[src/rtl/lbist_pkg.sv]
package lbist_pkg;
  typedef enum logic [1:0] {
    ST_OK   = 2'b00,
    ST_WAIT = 2'b01,
    ST_FAIL = 2'b10
  } st_e;

  localparam int CSR_W      = 32;
  localparam int LANE_W     = 4;
  localparam int CNT_W      = 10;
  localparam int B_START    = 0;
  localparam int B_LBMAP    = 1;
  localparam int B_ROT      = 2;
  localparam int B_ST_LO    = 4;
  localparam int B_LANE_LO  = 8;
  localparam int B_CNT_LO   = 16;
endpackage

[src/rtl/lbist_lane_enc.sv]
module lbist_lane_enc #(
  parameter int NUM_LANES = 10,
  parameter int IDX_W     = 4
) (
  input  logic [NUM_LANES-1:0] err_i,
  output logic                 any_o,
  output logic [IDX_W-1:0]     idx_o
);
  // ascending scan: the last hit wins, giving the highest lane
  always_comb begin
    idx_o = '0;
    for (int i = 0; i < NUM_LANES; i++) begin
      if (err_i[i]) idx_o = IDX_W'(i);
    end
  end

  assign any_o = |err_i;
endmodule

[src/rtl/lbist_err_cnt.sv]
module lbist_err_cnt #(
  parameter int CNT_W = 10
) (
  input  logic             clk_i,
  input  logic             rst_ni,
  input  logic             init_i,
  input  logic             clr_i,
  input  logic             inc_i,
  output logic [CNT_W-1:0] cnt_o
);
  localparam logic [CNT_W-1:0] CntMax = {CNT_W{1'b1}};

  always_ff @(posedge clk_i or negedge rst_ni) begin
    if (!rst_ni)                      cnt_o <= '0;
    else if (init_i || clr_i)         cnt_o <= '0;
    else if (inc_i && cnt_o != CntMax) cnt_o <= cnt_o + 1'b1;
  end
endmodule

[src/rtl/lbist_status_ctl.sv]
module lbist_status_ctl
  import lbist_pkg::*;
#(
  parameter int IDX_W = 4
) (
  input  logic             clk_i,
  input  logic             rst_ni,
  input  logic             init_i,
  input  logic             clr_st_i,
  input  logic             clr_lane_i,
  input  logic             sdelim_i,
  input  logic             err_i,
  input  logic [IDX_W-1:0] err_lane_i,
  output st_e              st_o,
  output logic [IDX_W-1:0] lane_o,
  output logic             cnt_en_o
);
  st_e st_d;
  logic capture;

  assign capture  = (st_o == ST_OK) && err_i && !clr_st_i;
  assign cnt_en_o = err_i && (st_o != ST_WAIT);

  always_comb begin
    st_d = st_o;
    if (init_i) begin
      st_d = ST_WAIT;
    end else if (clr_st_i) begin
      st_d = ST_OK;
    end else begin
      unique case (st_o)
        ST_WAIT: if (sdelim_i) st_d = ST_OK;
        ST_OK:   if (err_i)    st_d = ST_FAIL;
        default: st_d = st_o;
      endcase
    end
  end

  always_ff @(posedge clk_i or negedge rst_ni) begin
    if (!rst_ni) begin
      st_o   <= ST_OK;
      lane_o <= '0;
    end else begin
      st_o <= st_d;
      if (init_i || clr_lane_i) lane_o <= '0;
      else if (capture)         lane_o <= err_lane_i;
    end
  end
endmodule

[src/rtl/lbist_inv_rot.sv]
module lbist_inv_rot #(
  parameter int W = 10
) (
  input  logic         clk_i,
  input  logic         rst_ni,
  input  logic         en_i,
  output logic [W-1:0] mask_o
);
  localparam logic [W-1:0] Seed = W'(1);

  always_ff @(posedge clk_i or negedge rst_ni) begin
    if (!rst_ni)   mask_o <= Seed;
    else if (en_i) mask_o <= {mask_o[W-2:0], mask_o[W-1]};
  end
endmodule

[src/rtl/lbist_err_tracker.sv]
module lbist_err_tracker
  import lbist_pkg::*;
#(
  parameter int NUM_LANES = 10
) (
  input  logic                 clk_i,
  input  logic                 rst_ni,
  input  logic                 csr_we_i,
  input  logic [31:0]          csr_wdata_i,
  output logic [31:0]          csr_rdata_o,
  input  logic                 sdelim_i,
  input  logic                 frame_vld_i,
  input  logic [NUM_LANES-1:0] lane_err_i,
  output logic                 tx_active_o,
  output logic                 lb_map_o,
  output logic [NUM_LANES-1:0] inv_mask_o
);
  logic start_q, lbmap_q, rot_q;
  logic launch, clr_st, clr_lane, clr_cnt;
  logic err_any, frame_err;
  logic [LANE_W-1:0] err_idx, lane_q;
  logic [CNT_W-1:0]  cnt_q;
  logic cnt_en;
  st_e  st_q;
  logic unused_wdata;

  assign unused_wdata = ^{csr_wdata_i[31:26], csr_wdata_i[15:12], csr_wdata_i[7:6], csr_wdata_i[3]};

  assign launch   = csr_we_i && csr_wdata_i[B_START] && !start_q;
  assign clr_st   = csr_we_i && |csr_wdata_i[B_ST_LO +: 2];
  assign clr_lane = csr_we_i && |csr_wdata_i[B_LANE_LO +: LANE_W];
  assign clr_cnt  = csr_we_i && |csr_wdata_i[B_CNT_LO +: CNT_W];

  always_ff @(posedge clk_i or negedge rst_ni) begin
    if (!rst_ni) begin
      start_q <= 1'b0;
      lbmap_q <= 1'b0;
      rot_q   <= 1'b0;
    end else if (csr_we_i) begin
      start_q <= csr_wdata_i[B_START];
      lbmap_q <= csr_wdata_i[B_LBMAP];
      rot_q   <= csr_wdata_i[B_ROT];
    end
  end

  lbist_lane_enc #(.NUM_LANES(NUM_LANES), .IDX_W(LANE_W)) i_enc (
    .err_i (lane_err_i),
    .any_o (err_any),
    .idx_o (err_idx)
  );

  assign frame_err = start_q && frame_vld_i && err_any;

  lbist_status_ctl #(.IDX_W(LANE_W)) i_st (
    .clk_i      (clk_i),
    .rst_ni     (rst_ni),
    .init_i     (launch),
    .clr_st_i   (clr_st),
    .clr_lane_i (clr_lane),
    .sdelim_i   (sdelim_i && start_q),
    .err_i      (frame_err),
    .err_lane_i (err_idx),
    .st_o       (st_q),
    .lane_o     (lane_q),
    .cnt_en_o   (cnt_en)
  );

  lbist_err_cnt #(.CNT_W(CNT_W)) i_cnt (
    .clk_i  (clk_i),
    .rst_ni (rst_ni),
    .init_i (launch),
    .clr_i  (clr_cnt),
    .inc_i  (cnt_en),
    .cnt_o  (cnt_q)
  );

  lbist_inv_rot #(.W(NUM_LANES)) i_rot (
    .clk_i  (clk_i),
    .rst_ni (rst_ni),
    .en_i   (rot_q),
    .mask_o (inv_mask_o)
  );

  always_comb begin
    csr_rdata_o = '0;
    csr_rdata_o[B_START]               = start_q;
    csr_rdata_o[B_LBMAP]               = lbmap_q;
    csr_rdata_o[B_ROT]                 = rot_q;
    csr_rdata_o[B_ST_LO +: 2]          = st_q;
    csr_rdata_o[B_LANE_LO +: LANE_W]   = lane_q;
    csr_rdata_o[B_CNT_LO +: CNT_W]     = cnt_q;
  end

  assign tx_active_o = start_q;
  assign lb_map_o    = lbmap_q;
endmodule

[config.mk]
export PLATFORM = sky130hd
export DESIGN_NAME = lbist_err_tracker
export DESIGN_NICKNAME = d
export VERILOG_FILES = /design/src/rtl/lbist_pkg.sv /design/src/rtl/lbist_lane_enc.sv /design/src/rtl/lbist_err_cnt.sv /design/src/rtl/lbist_status_ctl.sv /design/src/rtl/lbist_inv_rot.sv /design/src/rtl/lbist_err_tracker.sv
export SDC_FILE = /design/constraint.sdc
export NUM_CORES = 1
export LEC_CHECK = 0
export ABC_AREA = 1
export BUFFER_PORTS_ARGS = -buffer_cell sky130_fd_sc_hd__clkbuf_2
export CORE_ASPECT_RATIO = 0.7
export CORE_MARGIN = 5
export CORE_UTILIZATION = 40
export DETAILED_ROUTE_END_ITERATION = 10
export GPL_TIMING_DRIVEN = 0
export PLACE_DENSITY = 0.75
export SYNTH_ARGS = -nofsm -noshare
export SYNTH_HDL_FRONTEND = slang
export SYNTH_SLANG_ARGS = --single-unit
[constraint.sdc]
create_clock -name clk_i -period 1.43 [get_ports clk_i]
set_input_delay 0.286 -clock clk_i [delete_from_list [all_inputs] [get_ports clk_i]]
set_output_delay 0.286 -clock clk_i [all_outputs]
set_load 0.01 [all_outputs]
==> out/qor.csv <==
stage;metric;value;unit
run_status;status;completed;
cells_and_area;final_core_utilization;0.593;
routing;drt.antenna.violating_nets;0;
synthesis;syn_area;1710;um2
global_route;overflow;0;
placement;place_congestion;0.811;
die;core;4020;um2
synthesis;synth.area.top_cells;dfrtp_1, nand2_1, buf_4, nor2_1, inv_1;
critical_path;critPathArrivalTime;1.57;ns
critical_path;critical_path_class;flip-flop to flip-flop;
clock_network;cts_root_buf;clkbuf_8;
critical_path;rr_endpoint;i_cnt.cnt_o[2];
placement;dp_hpwl;3.11;mm
power;p_leak;1.34;nW
power;p_int;1.60;mW
timing;relSlewSlack;0.522;
critical_path;cp-start-kind;flip-flop;
timing;setup_viol;0;
critical_path;cp.required;1.60;ns
timing;slew_viol_final;0;
placement;port_buffers;64;
synthesis;synth_top_area_cell;dfrtp_1;
synthesis;synthCells;237;
clock_network;cts.sinks;29;
clock_network;cts_tree;yes;
power;p_switching;0.562;mW
clock_network;h-tree-depth;2;
routing;drc_errors;0;
timing;clock.fmax;718;MHz
synthesis;ys_ff_latch;29;
die;die_h;64.6;um
power;p_comb_frac;0.189;
power;swShare;0.259;
synthesis;yosys_warnings;0;
global_route;antenna_found_initial;0;
synthesis;synth_top_cell_area_share;0.411;
critical_path;critical-path-slowest-cell;dfrtp_1;
die;fp.dieW;88.0;um
die;io_pins;91;
synthesis;synth_edf_count;0;
clock_network;cts_buffer_depth;2;
critical_path;max_stage_delay;0.39;ns
routing;num_vias;1671;
critical_path;worstReg2RegStart;i_cnt.cnt_o[1];
clock_network;insertion_delay;0.28;ns
timing;grt_setup_unrepaired;yes;
cells_and_area;diodes;0;
critical_path;reg2reg_setup_slack;0.04;ns
critical_path;rr_worst_depth;8;
routing;wirelength;4.11;mm
power;sequentialPowerShare;0.408;
clock_network;postCtsHoldBufs;0;
global_route;grt_first_pass_wirelength;6.96;mm
critical_path;cp-end-kind;flip-flop;
synthesis;yosysMostFrequentCell;nand2_1;
power;power.total;2.17;mW
power;power_density;909;nW/um2
timing;skew;0.00703;ns
timing;hold_viol;0;
synthesis;ys_types;26;
synthesis;async_reset_ff_frac;1.00;
clock_network;path_clk_slew;0.07;ns
timing;period_minus_slack;1.39;ns
global_route;grt_pass1_vias;1549;
synthesis;yosysSeqAreaShare;0.426;
die;die_area;5690;um2
min_path;hold_path.class;primary input to async pin;
clock_network;cts_buffers;5;
timing;worst_pin_slew;0.717;ns
power;ir_worst_vdd;0.817;mV
die;initial_core_util;0.424;
synthesis;syn_area_per_cell;7.20;um2
critical_path;critPathMaxFanout;5;
routing;detail_route.vias_per_cell;4.40;
die;num_rows;19;
routing;wl_per_cell;10.8;um
routing;drt_iter0_markers;64;
cells_and_area;syn2layout_area_growth;39.8;%
cells_and_area;drive_above_1_share;0.363;
global_route;gr-usage-all-layers;0.155;
power;clockPowerShare;0.403;
synthesis;ys.flop_type;dfrtp_1;
timing;min_period_over_period;0.974;
routing;drt_pass1_iterations;4;
critical_path;worstPathCellList;ha_2 -> nand3_4 -> inv_2 -> nand3b_1 -> nand4_4 -> buf_6 -> nand3_1 -> nand2_1;
synthesis;synth_common_cells;nand2_1, nor2_1, dfrtp_1;
cells_and_area;nets;375;
job;drv_cap;0;
global_route;grt_max_degree;30;
[layer usage]
metal	vias to the layer above	global-route usage	wire [um]
met3	8	0.0443	324
met5	-	0	0
li1	873	-	-
met2	50	0.237	1920
met4	0	0.0566	82
met1	740	0.210	1780
[critical path: cells and delay by family, from the launching register on]
kind | cells | cell delay, ns
adders and majority gates | 1 | 0.22
and+or+nand+nor | 5 | 0.46
DFF | 1 | 0.39
buffers and inverters | 2 | 0.21
[registers in the layout, summed over array words and instances (netlist names)]
signal	cells
i_rot.mask_o	10
i_st.st_o	2
tx_active_o	1
i_st.lane_o	4
rot_q	1
i_cnt.cnt_o	10
lb_map_o	1
[through the flow]
step | cell area (um2) | setup WS (ns) | std cells | setup TNS [ns] | hold WS (ns)
floorplan | 1750 | 0.00320 | 249 | 0 | -0.00959
global placement | 2140 | -0.0755 | 365 | -0.728 | 0.373
detailed placement | 2140 | -0.102 | 365 | -0.894 | 0.385
CTS | 2300 | 0.00879 | 376 | 0 | 0.0721
global route | 2380 | -0.0306 | 380 | -0.166 | 0.116
finish | 2380 | 0.0371 | 380 | 0 | 0.0511
[power by group through the flow]
| stage | Clock [mW] | Combinational [mW] | Sequential, mW |
|---|---|---|---|
| after floorplan | 0 | 0.204 | 0.910 |
| after global placement | 0 | 0.345 | 0.901 |
| after detailed placement | 0 | 0.353 | 0.903 |
| after CTS | 0.912 | 0.387 | 0.883 |
| after global routing | 0.953 | 0.468 | 0.890 |
| final | 0.873 | 0.410 | 0.884 |
[area by class of cell]
type,count,area [um2]
Buffer,21,158
Clock buffer,7,86.3
Clock inverter,1,30.0
Fill cell,399,1630
Inverter,25,93.8
Multi-Input combinational cell,174,846
Sequential cell,29,728
Tap cell,52,65.1
Timing Repair Buffer,71,377
[cells in the final DEF (no fill, tap or decap), types with 2 or more instances in the layout]
master     n
nand2_1   86
clkbuf_2  64
nor2_1    30
dfrtp_1   27
buf_4     23
inv_1     22
conb_1    13
o21ai_0   11
nand3_2   10
clkbuf_8   6
inv_2      3
nor2_2     3
nand3_1    3
xor2_1     3
buf_6      3
xnor2_1    3
clkbuf_1   3
nand3b_1   2
[worst max path at each step]
stage	start	to	slack, ns	cells past startpoint
3_5_place_dp	i_cnt.cnt_o[0]	i_cnt.cnt_o[5]	-0.10	8
5_1_grt	i_cnt.cnt_o[1]	i_cnt.cnt_o[6]	-0.03	8
2_1_floorplan	i_cnt.cnt_o[0]	i_cnt.cnt_o[2]	0.003	8
4_1_cts	i_cnt.cnt_o[0]	i_cnt.cnt_o[2]	0.009	8
6_report	i_cnt.cnt_o[1]	i_cnt.cnt_o[2]	0.04	8
3_3_place_gp	i_cnt.cnt_o[0]	i_cnt.cnt_o[7]	-0.08	8
[what timing repair did]
| item | in CTS | in global routing |
|---|---|---|
| resized for setup | 5 | 12 |
| buffers inserted | 2 | 4 |
| endpoints found under the setup margin | 10 | 11 |
| pin swaps | 1 | 7 |
| gates cloned | 1 | 0 |
[cell families after synthesis]
group,Yosys count,share of synthesized area
adders and majority gates,1,0.00734
AOI/OAI and AO/OA,15,0.0484
DFF,29,0.426
other,1,0.00220
and+or+nand+nor,139,0.337
xor gates and xnor gates,6,0.0308
buffers and inverters,46,0.147
(Power assumes the default switching activity.)
